## src/rtl/bmaf_pkg.sv

```systemverilog
// Package: constants and types shared by the access filter.
// Assumes a fixed five-slave region map, decoded from the top address nibble.
package bmaf_pkg;

    localparam int NUM_SLAVES = 5;
    localparam int SLV_SRAM_A = 0;
    localparam int SLV_SRAM_B = 1;
    localparam int SLV_NVM_A  = 2;
    localparam int SLV_NVM_B  = 3;
    localparam int SLV_DDR    = 4;

    localparam int REGION_W = 4;

    // Region code of each slave, indexed by slave number.
    localparam logic [REGION_W-1:0] REGION_CODE [NUM_SLAVES] =
        '{4'h2, 4'h3, 4'h6, 4'h7, 4'hA};

    localparam logic [1:0] HTRANS_IDLE = 2'b00;

    typedef enum logic [1:0] {
        DP_IDLE = 2'd0,
        DP_FWD  = 2'd1,
        DP_ERR1 = 2'd2,
        DP_ERR2 = 2'd3
    } dphase_t;

endpackage

```

## src/rtl/bmaf_region_decode.sv

```systemverilog
// Region decoder: turns the top address field into a one-hot slave select.
// Assumes the region codes in the package are distinct.
module bmaf_region_decode
    import bmaf_pkg::*;
(
    input  logic [REGION_W-1:0]   code,
    output logic [NUM_SLAVES-1:0] sel,
    output logic                  hit
);

    // One comparator per slave region.
    for (genvar s = 0; s < NUM_SLAVES; s++) begin : g_cmp
        assign sel[s] = (code == REGION_CODE[s]);
    end

    // A transfer is mapped when any region matches.
    assign hit = |sel;

endmodule

```

## src/rtl/bmaf_perm_shadow.sv

```systemverilog
// Permission shadow: a registered copy of the static deny vectors.
// Assumes the deny inputs are quasi-static. Reset value is allow-all.
module bmaf_perm_shadow
    import bmaf_pkg::*;
#(
    parameter int NUM_MASTERS = 11
)(
    input  logic                                   clk,
    input  logic                                   rst_n,
    input  logic [NUM_MASTERS-1:0][NUM_SLAVES-1:0] deny_rd_i,
    input  logic [NUM_MASTERS-1:0][NUM_SLAVES-1:0] deny_wr_i,
    output logic [NUM_MASTERS-1:0][NUM_SLAVES-1:0] deny_rd_q,
    output logic [NUM_MASTERS-1:0][NUM_SLAVES-1:0] deny_wr_q
);

    // Capture the deny vectors each cycle; clear them to allow-all on reset.
    always_ff @(posedge clk) begin
        if (!rst_n) begin
            deny_rd_q <= '0;
            deny_wr_q <= '0;
        end else begin
            deny_rd_q <= deny_rd_i;
            deny_wr_q <= deny_wr_i;
        end
    end

    // the first cycle after reset sees allow-all.
    a_r1_reset_allow: assert property (@(posedge clk)
        $fell(!rst_n) |-> (deny_rd_q == '0 && deny_wr_q == '0));

endmodule

```

## src/rtl/bmaf_port_guard.sv

```systemverilog
// Port guard: permission check, forwarding gate, error data phase and
// sticky flag for one master.
// Assumes AHB-Lite timing: an address phase is taken when htrans[1] and
// hready are both high, and its data phase follows on the next cycle.
module bmaf_port_guard
    import bmaf_pkg::*;
#(
    parameter int              ADDR_W    = 32,
    parameter int              DATA_W    = 32,
    parameter bit              DDR_ONLY  = 1'b0,
    parameter logic [DATA_W-1:0] FILL_WORD = '0
)(
    input  logic                  clk,
    input  logic                  rst_n,
    input  logic [NUM_SLAVES-1:0] deny_rd,
    input  logic [NUM_SLAVES-1:0] deny_wr,
    input  logic                  err_clr,
    input  logic [1:0]            m_htrans,
    input  logic [ADDR_W-1:0]     m_haddr,
    input  logic                  m_hwrite,
    input  logic [DATA_W-1:0]     s_hrdata,
    input  logic                  s_hready,
    input  logic                  s_hresp,
    output logic [NUM_SLAVES-1:0] s_hsel,
    output logic [1:0]            s_htrans,
    output logic [ADDR_W-1:0]     s_haddr,
    output logic                  s_hwrite,
    output logic [DATA_W-1:0]     m_hrdata,
    output logic                  m_hready,
    output logic                  m_hresp,
    output logic                  err_flag
);

    localparam int REGION_LO = ADDR_W - REGION_W;
    localparam logic [NUM_SLAVES-1:0] GUARD_MASK =
        DDR_ONLY ? NUM_SLAVES'(1 << SLV_DDR) : {NUM_SLAVES{1'b1}};

    logic [NUM_SLAVES-1:0] sel;
    logic                  hit;
    logic                  perm_ok;
    logic                  active;
    logic                  gate_open;
    logic                  fwd;
    logic                  accept;
    logic                  deny_hit;
    dphase_t               dp_q, dp_d;

    bmaf_region_decode u_dec (
        .code (m_haddr[ADDR_W-1:REGION_LO]),
        .sel  (sel),
        .hit  (hit)
    );

    // Look up the deny bit for the decoded slave and this direction.
    always_comb begin
        if (m_hwrite) perm_ok = ~|(sel & deny_wr & GUARD_MASK);
        else          perm_ok = ~|(sel & deny_rd & GUARD_MASK);
    end

    assign active    = m_htrans[1];
    assign gate_open = (dp_q != DP_ERR1);
    assign fwd       = active & hit & perm_ok & gate_open;
    assign accept    = active & m_hready;
    assign deny_hit  = accept & hit & ~perm_ok;

    // Drive the slave-side address phase only for a permitted transfer.
    always_comb begin
        s_haddr  = m_haddr;
        s_hsel   = fwd ? sel : '0;
        s_htrans = fwd ? m_htrans : HTRANS_IDLE;
        s_hwrite = fwd & m_hwrite;
    end

    // Choose the next data phase state from the current state and acceptance.
    always_comb begin
        if (dp_q == DP_ERR1)                  dp_d = DP_ERR2;
        else if (dp_q == DP_FWD && !s_hready) dp_d = DP_FWD;
        else if (accept)                      dp_d = fwd ? DP_FWD : DP_ERR1;
        else                                  dp_d = DP_IDLE;
    end

    // Hold the data phase state.
    always_ff @(posedge clk) begin
        if (!rst_n) dp_q <= DP_IDLE;
        else        dp_q <= dp_d;
    end

    // Build the response to the master for the current data phase.
    always_comb begin
        case (dp_q)
            DP_FWD: begin
                m_hready = s_hready;
                m_hresp  = s_hresp;
                m_hrdata = s_hrdata;
            end
            DP_ERR1: begin
                m_hready = 1'b0;
                m_hresp  = 1'b1;
                m_hrdata = FILL_WORD;
            end
            DP_ERR2: begin
                m_hready = 1'b1;
                m_hresp  = 1'b1;
                m_hrdata = FILL_WORD;
            end
            default: begin
                m_hready = 1'b1;
                m_hresp  = 1'b0;
                m_hrdata = '0;
            end
        endcase
    end

    // Sticky violation flag; a new block wins over a clear in the same cycle.
    always_ff @(posedge clk) begin
        if (!rst_n)        err_flag <= 1'b0;
        else if (deny_hit) err_flag <= 1'b1;
        else if (err_clr)  err_flag <= 1'b0;
    end

    // the forwarded select is never more than one slave.
    a_r2_sel_onehot: assert property (@(posedge clk) disable iff (!rst_n)
        $onehot0(s_hsel));

    // a refused address phase leads to the stalled error cycle with filler.
    a_r6_err_first: assert property (@(posedge clk) disable iff (!rst_n)
        (accept && !fwd) |=> (m_hresp && !m_hready && m_hrdata == FILL_WORD));

    // the stalled error cycle is followed by the completing error cycle.
    a_r6_err_second: assert property (@(posedge clk) disable iff (!rst_n)
        (m_hresp && !m_hready && dp_q == DP_ERR1) |=> (m_hresp && m_hready));

    // nothing reaches a slave while the master is stalled by an error.
    a_r10_no_fwd_stall: assert property (@(posedge clk) disable iff (!rst_n)
        (dp_q == DP_ERR1) |-> (s_hsel == '0 && !s_hwrite));

    // the flag holds until cleared.
    a_r8_flag_sticky: assert property (@(posedge clk) disable iff (!rst_n)
        (err_flag && !err_clr) |=> err_flag);

    // a block in the same cycle as a clear leaves the flag set.
    a_r8_set_wins: assert property (@(posedge clk) disable iff (!rst_n)
        (deny_hit && err_clr) |=> err_flag);

endmodule

```

## src/rtl/bm_access_filter.sv

```systemverilog
// Top: replicates one guard per master behind a shared permission shadow.
// Assumes the highest master index is the DDR fabric path, which is gated
// only for the DDR slave.
module bm_access_filter
    import bmaf_pkg::*;
#(
    parameter int NUM_MASTERS = 11,
    parameter int ADDR_W      = 32,
    parameter int DATA_W      = 32
)(
    input  logic                                   clk,
    input  logic                                   rst_n,
    input  logic [NUM_MASTERS-1:0][NUM_SLAVES-1:0] deny_rd,
    input  logic [NUM_MASTERS-1:0][NUM_SLAVES-1:0] deny_wr,
    input  logic [NUM_MASTERS-1:0]                 err_clr,
    input  logic [NUM_MASTERS-1:0][1:0]            m_htrans,
    input  logic [NUM_MASTERS-1:0][ADDR_W-1:0]     m_haddr,
    input  logic [NUM_MASTERS-1:0]                 m_hwrite,
    input  logic [NUM_MASTERS-1:0][DATA_W-1:0]     s_hrdata,
    input  logic [NUM_MASTERS-1:0]                 s_hready,
    input  logic [NUM_MASTERS-1:0]                 s_hresp,
    output logic [NUM_MASTERS-1:0][NUM_SLAVES-1:0] s_hsel,
    output logic [NUM_MASTERS-1:0][1:0]            s_htrans,
    output logic [NUM_MASTERS-1:0][ADDR_W-1:0]     s_haddr,
    output logic [NUM_MASTERS-1:0]                 s_hwrite,
    output logic [NUM_MASTERS-1:0][DATA_W-1:0]     m_hrdata,
    output logic [NUM_MASTERS-1:0]                 m_hready,
    output logic [NUM_MASTERS-1:0]                 m_hresp,
    output logic [NUM_MASTERS-1:0]                 err_flag
);

    localparam int FABRIC_MASTER = NUM_MASTERS - 1;
    localparam logic [DATA_W-1:0] FILL_WORD = DATA_W'(32'hDEAD_BEEF);

    logic [NUM_MASTERS-1:0][NUM_SLAVES-1:0] deny_rd_q;
    logic [NUM_MASTERS-1:0][NUM_SLAVES-1:0] deny_wr_q;

    bmaf_perm_shadow #(.NUM_MASTERS(NUM_MASTERS)) u_shadow (
        .clk       (clk),
        .rst_n     (rst_n),
        .deny_rd_i (deny_rd),
        .deny_wr_i (deny_wr),
        .deny_rd_q (deny_rd_q),
        .deny_wr_q (deny_wr_q)
    );

    // One guard per master; the fabric path gets the DDR-only variant.
    for (genvar m = 0; m < NUM_MASTERS; m++) begin : g_guard
        bmaf_port_guard #(
            .ADDR_W    (ADDR_W),
            .DATA_W    (DATA_W),
            .DDR_ONLY  (m == FABRIC_MASTER),
            .FILL_WORD (FILL_WORD)
        ) u_guard (
            .clk      (clk),
            .rst_n    (rst_n),
            .deny_rd  (deny_rd_q[m]),
            .deny_wr  (deny_wr_q[m]),
            .err_clr  (err_clr[m]),
            .m_htrans (m_htrans[m]),
            .m_haddr  (m_haddr[m]),
            .m_hwrite (m_hwrite[m]),
            .s_hrdata (s_hrdata[m]),
            .s_hready (s_hready[m]),
            .s_hresp  (s_hresp[m]),
            .s_hsel   (s_hsel[m]),
            .s_htrans (s_htrans[m]),
            .s_haddr  (s_haddr[m]),
            .s_hwrite (s_hwrite[m]),
            .m_hrdata (m_hrdata[m]),
            .m_hready (m_hready[m]),
            .m_hresp  (m_hresp[m]),
            .err_flag (err_flag[m])
        );
    end

endmodule

```

## config.mk

```make
export PLATFORM = sky130hd
export DESIGN_NAME = bm_access_filter
export DESIGN_NICKNAME = d
export VERILOG_FILES = /design/src/rtl/bmaf_pkg.sv /design/src/rtl/bmaf_region_decode.sv /design/src/rtl/bmaf_perm_shadow.sv /design/src/rtl/bmaf_port_guard.sv /design/src/rtl/bm_access_filter.sv
export SDC_FILE = /design/constraint.sdc
export NUM_CORES = 1
export LEC_CHECK = 0
export ABC_CLOCK_PERIOD_IN_PS = 5400
export BUFFER_PORTS_ARGS = -buffer_cell sky130_fd_sc_hd__buf_4
export CAP_MARGIN = 0
export CORE_AREA = 2 2 659 661
export DETAILED_ROUTE_END_ITERATION = 12
export DIE_AREA = 0 0 661 663
export PLACE_DENSITY = 0.3
export SETUP_SLACK_MARGIN = 0.3
export SLEW_MARGIN = 20
export SYNTH_ARGS = -nofsm -noshare
export SYNTH_HDL_FRONTEND = slang
export SYNTH_SLANG_ARGS = --single-unit
```

## constraint.sdc

```tcl
create_clock -name clk -period 5.4 [get_ports clk]
set_input_delay 0.81 -clock clk [delete_from_list [all_inputs] [get_ports clk]]
set_output_delay 0.81 -clock clk [all_outputs]
set_load 0.02 [all_outputs]
```

==> out/metrics.yaml <==
outcome:
  run_status: "complete, no violations"
logic_synthesis:
  area_share_of_and_or_nand_nor_cells_after_synthesis_pct: 24.5
  synthFlopType: "sky130_fd_sc_hd__dfxtp_1"
  yosysTopAreaCellShare_pct: 24.4
  ys_seq_area_share_pct: 22.1
  synth.cell_area_um2: 12200
  synth_common_cells: "sky130_fd_sc_hd__buf_4, sky130_fd_sc_hd__a21o_1, sky130_fd_sc_hd__and2_1"
  syn-num-nets: 2426
  synth_compound_area_share_pct: 22.3
  syn-mean-instance-area_um2: 7.91
  synth.ff_latch_count: 135
  netlist-cell-type-count: 76
  largest_cells_by_area_after_synthesis: "sky130_fd_sc_hd__buf_4, sky130_fd_sc_hd__dfxtp_1, sky130_fd_sc_hd__a21o_1"
  synth_enable_flop_cells: 0
  synthAdderAreaFrac_pct: 0
  synth_xor_area_share_pct: 0
  synth_top_family_by_area: "buffers and inverters"
  synthesis.instances: 1544
  post-synth-top-count-cell: "sky130_fd_sc_hd__buf_4"
  synthesis.yosys.warnings: 0
  synth.mux.area_fraction_pct: 2.57
  yosysTopAreaCell: "sky130_fd_sc_hd__buf_4"
  synth_async_sr_flop_share_pct: 0
sta:
  maximum_frequency_from_static_timing_analysis_ghz: 0.240
  report.final.setup_viol: 0
  setup-tns-final_ns: 0
  rsz0062_at_grt: "no"
  finalCritPeriodShare_pct: 77.2
  hold_viol_final: 0
  final-max-slew-violation-count: 0
  max_slew_margin_pct: 29.1
  worst_clock_skew_ns: 0.0366
  worst_slew_pin_slew_ns: 1.06
  post-route-min-period_ns: 4.17
setup_path:
  crit_path_max_fanout: 27
  worst_path_dominant_cell_family: "simple AND/OR/NAND/NOR gates"
  path_class: "reg2out"
  timing.critical_path.arrival_ns: 3.36
  worst_path_most_repeated_cell: "sky130_fd_sc_hd__buf_4"
  setup.worst_path.start_class: "flip-flop"
  crit_chain: "nor2b_2, nor2b_1, buf_4, nor2_1, buf_4"
  crit_path_end_kind: "primary output"
  critical_path.n_buffers_inverters: 2
  cp_slowest_stage_delay_ns: 0.91
  worst_path_max_delay_cell: "sky130_fd_sc_hd__dfxtp_2"
  required_time_at_the_worst_slack_endpoint_ns: 4.59
layout:
  n_fill_cell: 51000
  flow.area_growth_from_synthesis_pct: 107
  nets: 3069
  instances_no_fill: 7985
  drive_gt1_share_pct: 53.7
  final_core_utilization_pct: 5.84
clock_network:
  tritoncts: "yes"
  cts-root-to-sink-buffers: 3
  clock_sinks: 135
  postCtsHoldBufs: 0
  cts_made_buffers: 25
  postCtsSetupBuffers: 0
  resized_gates_after_cts: 0
  worst_skew_late_latency_ns: 0.57
  cts_root_buf: "sky130_fd_sc_hd__clkbuf_16"
  htree_num_levels: 4
  clk_pin_slew_worst_paths_ns: 0.09
die:
  die-width_um: 661
  i_o_pin_count: 1707
  design.core.area_um2: 432000
  start_util_pct: 2.82
  count_of_standard_cell_rows: 242
  die_height_um: 663
  die_area_um2: 438000
pwr:
  leakage_nw: 10.9
  power_density_nw_per_um2: 213
  power.total_mw: 5.38
  vdd_ir_drop_max_v: 0.000178
flow_run:
  max-cap-violations: 0
grt:
  first_global_vias: 14700
  grt_pass1_wl_mm: 297
  antenna_violations_before_repair: 198
  globalRoute.totalOverflow: 0
  grt_max_degree: 79
  global_route.usage.total_pct: 11.5
routing:
  viasPerCell: 1.92
  drtIter0Drc: 1110
  detail-route-antenna-nets: 0
  vias: 15300
  totalWireLength_mm: 264
  route.detailed.drc: 0
  routed_wire_length_per_instance_um: 33.0
  drt_pass1_iterations: 5
placement:
  io_buffers: 1082
  gp_congestion: 0.882
  detailedPlacementHpwl_mm: 247
  place_inst: 7894
hold_path:
  timing.hold.worst.class: "in2reg"
## metal layers
layer  vias to the layer above  GRT usage (%)  wire length, µm
met5                         -          0.384             1270
met4                       158           2.56             7490
li1                       6156              -                -
met1                      6910           8.63            68800
met3                       500           11.0            53500
met2                      1582           20.8           133000
## worst paths after layout
path	end	startpoint	cells past startpoint	slack (ns)
setup reg to reg	g_guard[9].u_guard.dp_q[1]	g_guard[9].u_guard.dp_q[0]	5	2.48
hold / removal	u_shadow.deny_wr_q[36]	deny_wr[36]	2	0.44
hold reg to reg	g_guard[0].u_guard.err_flag	g_guard[0].u_guard.err_flag	1	0.49
setup / recovery	m_hready[9]	g_guard[9].u_guard.dp_q[0]	5	1.23
## sequential cells by signal, indices dropped and copies added (netlist names)
signal,cells
g_guard.u_guard.err_flag,11
g_guard.u_guard.dp_q,22
u_shadow.deny_rd_q,51
u_shadow.deny_wr_q,51
## cell type report
class | count | area, µm² | area share, %
repair buffers | 1109 | 8340 | 33.1
well taps | 5734 | 7170 | 28.4
multi-input cells | 887 | 6070 | 24.1
flip-flops and latches | 135 | 2710 | 10.7
clock buffers | 29 | 661 | 2.62
diodes | 59 | 148 | 0.585
inverters | 29 | 109 | 0.432
clock inverters | 3 | 17.5 | 0.0694
## power by group
part	total [mW]	internal (mW)	switching [mW]	leakage, nW
Combinational	2.66	1.04	1.62	9.41
Sequential	1.15	1.06	0.0887	1.12
Clock	1.57	0.859	0.712	0.333
## per-stage QoR
| stage | setup slack, ns | hold slack, ns | area, µm² |
|---|---|---|---|
| 2_1_floorplan | 2.05 | 0.454 | 12200 |
| 3_3_place_gp | -0.212 | 0.478 | 24400 |
| 6_report | 1.23 | 0.439 | 25200 |
| 4_1_cts | 0.885 | 0.341 | 25100 |
| 3_5_place_dp | 1.14 | 0.478 | 24400 |
| 5_1_grt | 1.01 | 0.380 | 25100 |
## layout by cell type (no fill, tap or decap), types with 4 or more instances in the layout
| cell type | count |
|---|---|
| sky130_fd_sc_hd__o21ai_0 | 21 |
| sky130_fd_sc_hd__nor3_1 | 18 |
| sky130_fd_sc_hd__a21boi_0 | 8 |
| sky130_fd_sc_hd__nand2b_1 | 18 |
| sky130_fd_sc_hd__a21oi_1 | 12 |
| sky130_fd_sc_hd__nand2_1 | 75 |
| sky130_fd_sc_hd__dfxtp_1 | 133 |
| sky130_fd_sc_hd__buf_4 | 1107 |
| sky130_fd_sc_hd__o21a_1 | 5 |
| sky130_fd_sc_hd__nor4_1 | 6 |
| sky130_fd_sc_hd__diode_2 | 59 |
| sky130_fd_sc_hd__o31ai_1 | 4 |
| sky130_fd_sc_hd__and3_1 | 15 |
| sky130_fd_sc_hd__a211oi_1 | 4 |
| sky130_fd_sc_hd__inv_1 | 28 |
| sky130_fd_sc_hd__and2_1 | 204 |
| sky130_fd_sc_hd__a22o_1 | 6 |
| sky130_fd_sc_hd__a31oi_1 | 4 |
| sky130_fd_sc_hd__mux2i_1 | 20 |
| sky130_fd_sc_hd__and4_1 | 5 |
| sky130_fd_sc_hd__and3b_1 | 5 |
| sky130_fd_sc_hd__nand3b_1 | 15 |
| sky130_fd_sc_hd__nor4bb_1 | 4 |
| sky130_fd_sc_hd__nor3b_1 | 10 |
| sky130_fd_sc_hd__nand4_1 | 8 |
| sky130_fd_sc_hd__nor2_1 | 38 |
| sky130_fd_sc_hd__nand3_1 | 9 |
| sky130_fd_sc_hd__nor2b_1 | 36 |
| sky130_fd_sc_hd__a21o_1 | 253 |
| sky130_fd_sc_hd__clkbuf_16 | 25 |
| sky130_fd_sc_hd__nand4b_1 | 5 |
## cells by family (layout without fill, tap and decap cells)
group / count (synthesis) / in the layout
simple gates: 499 / 499
buf+inv: 522 / 1170
compound gates: 360 / 360
other cells: 0 / 59
mux: 28 / 28
flops: 135 / 135
No activity file was read; power rests on OpenSTA's default activity.
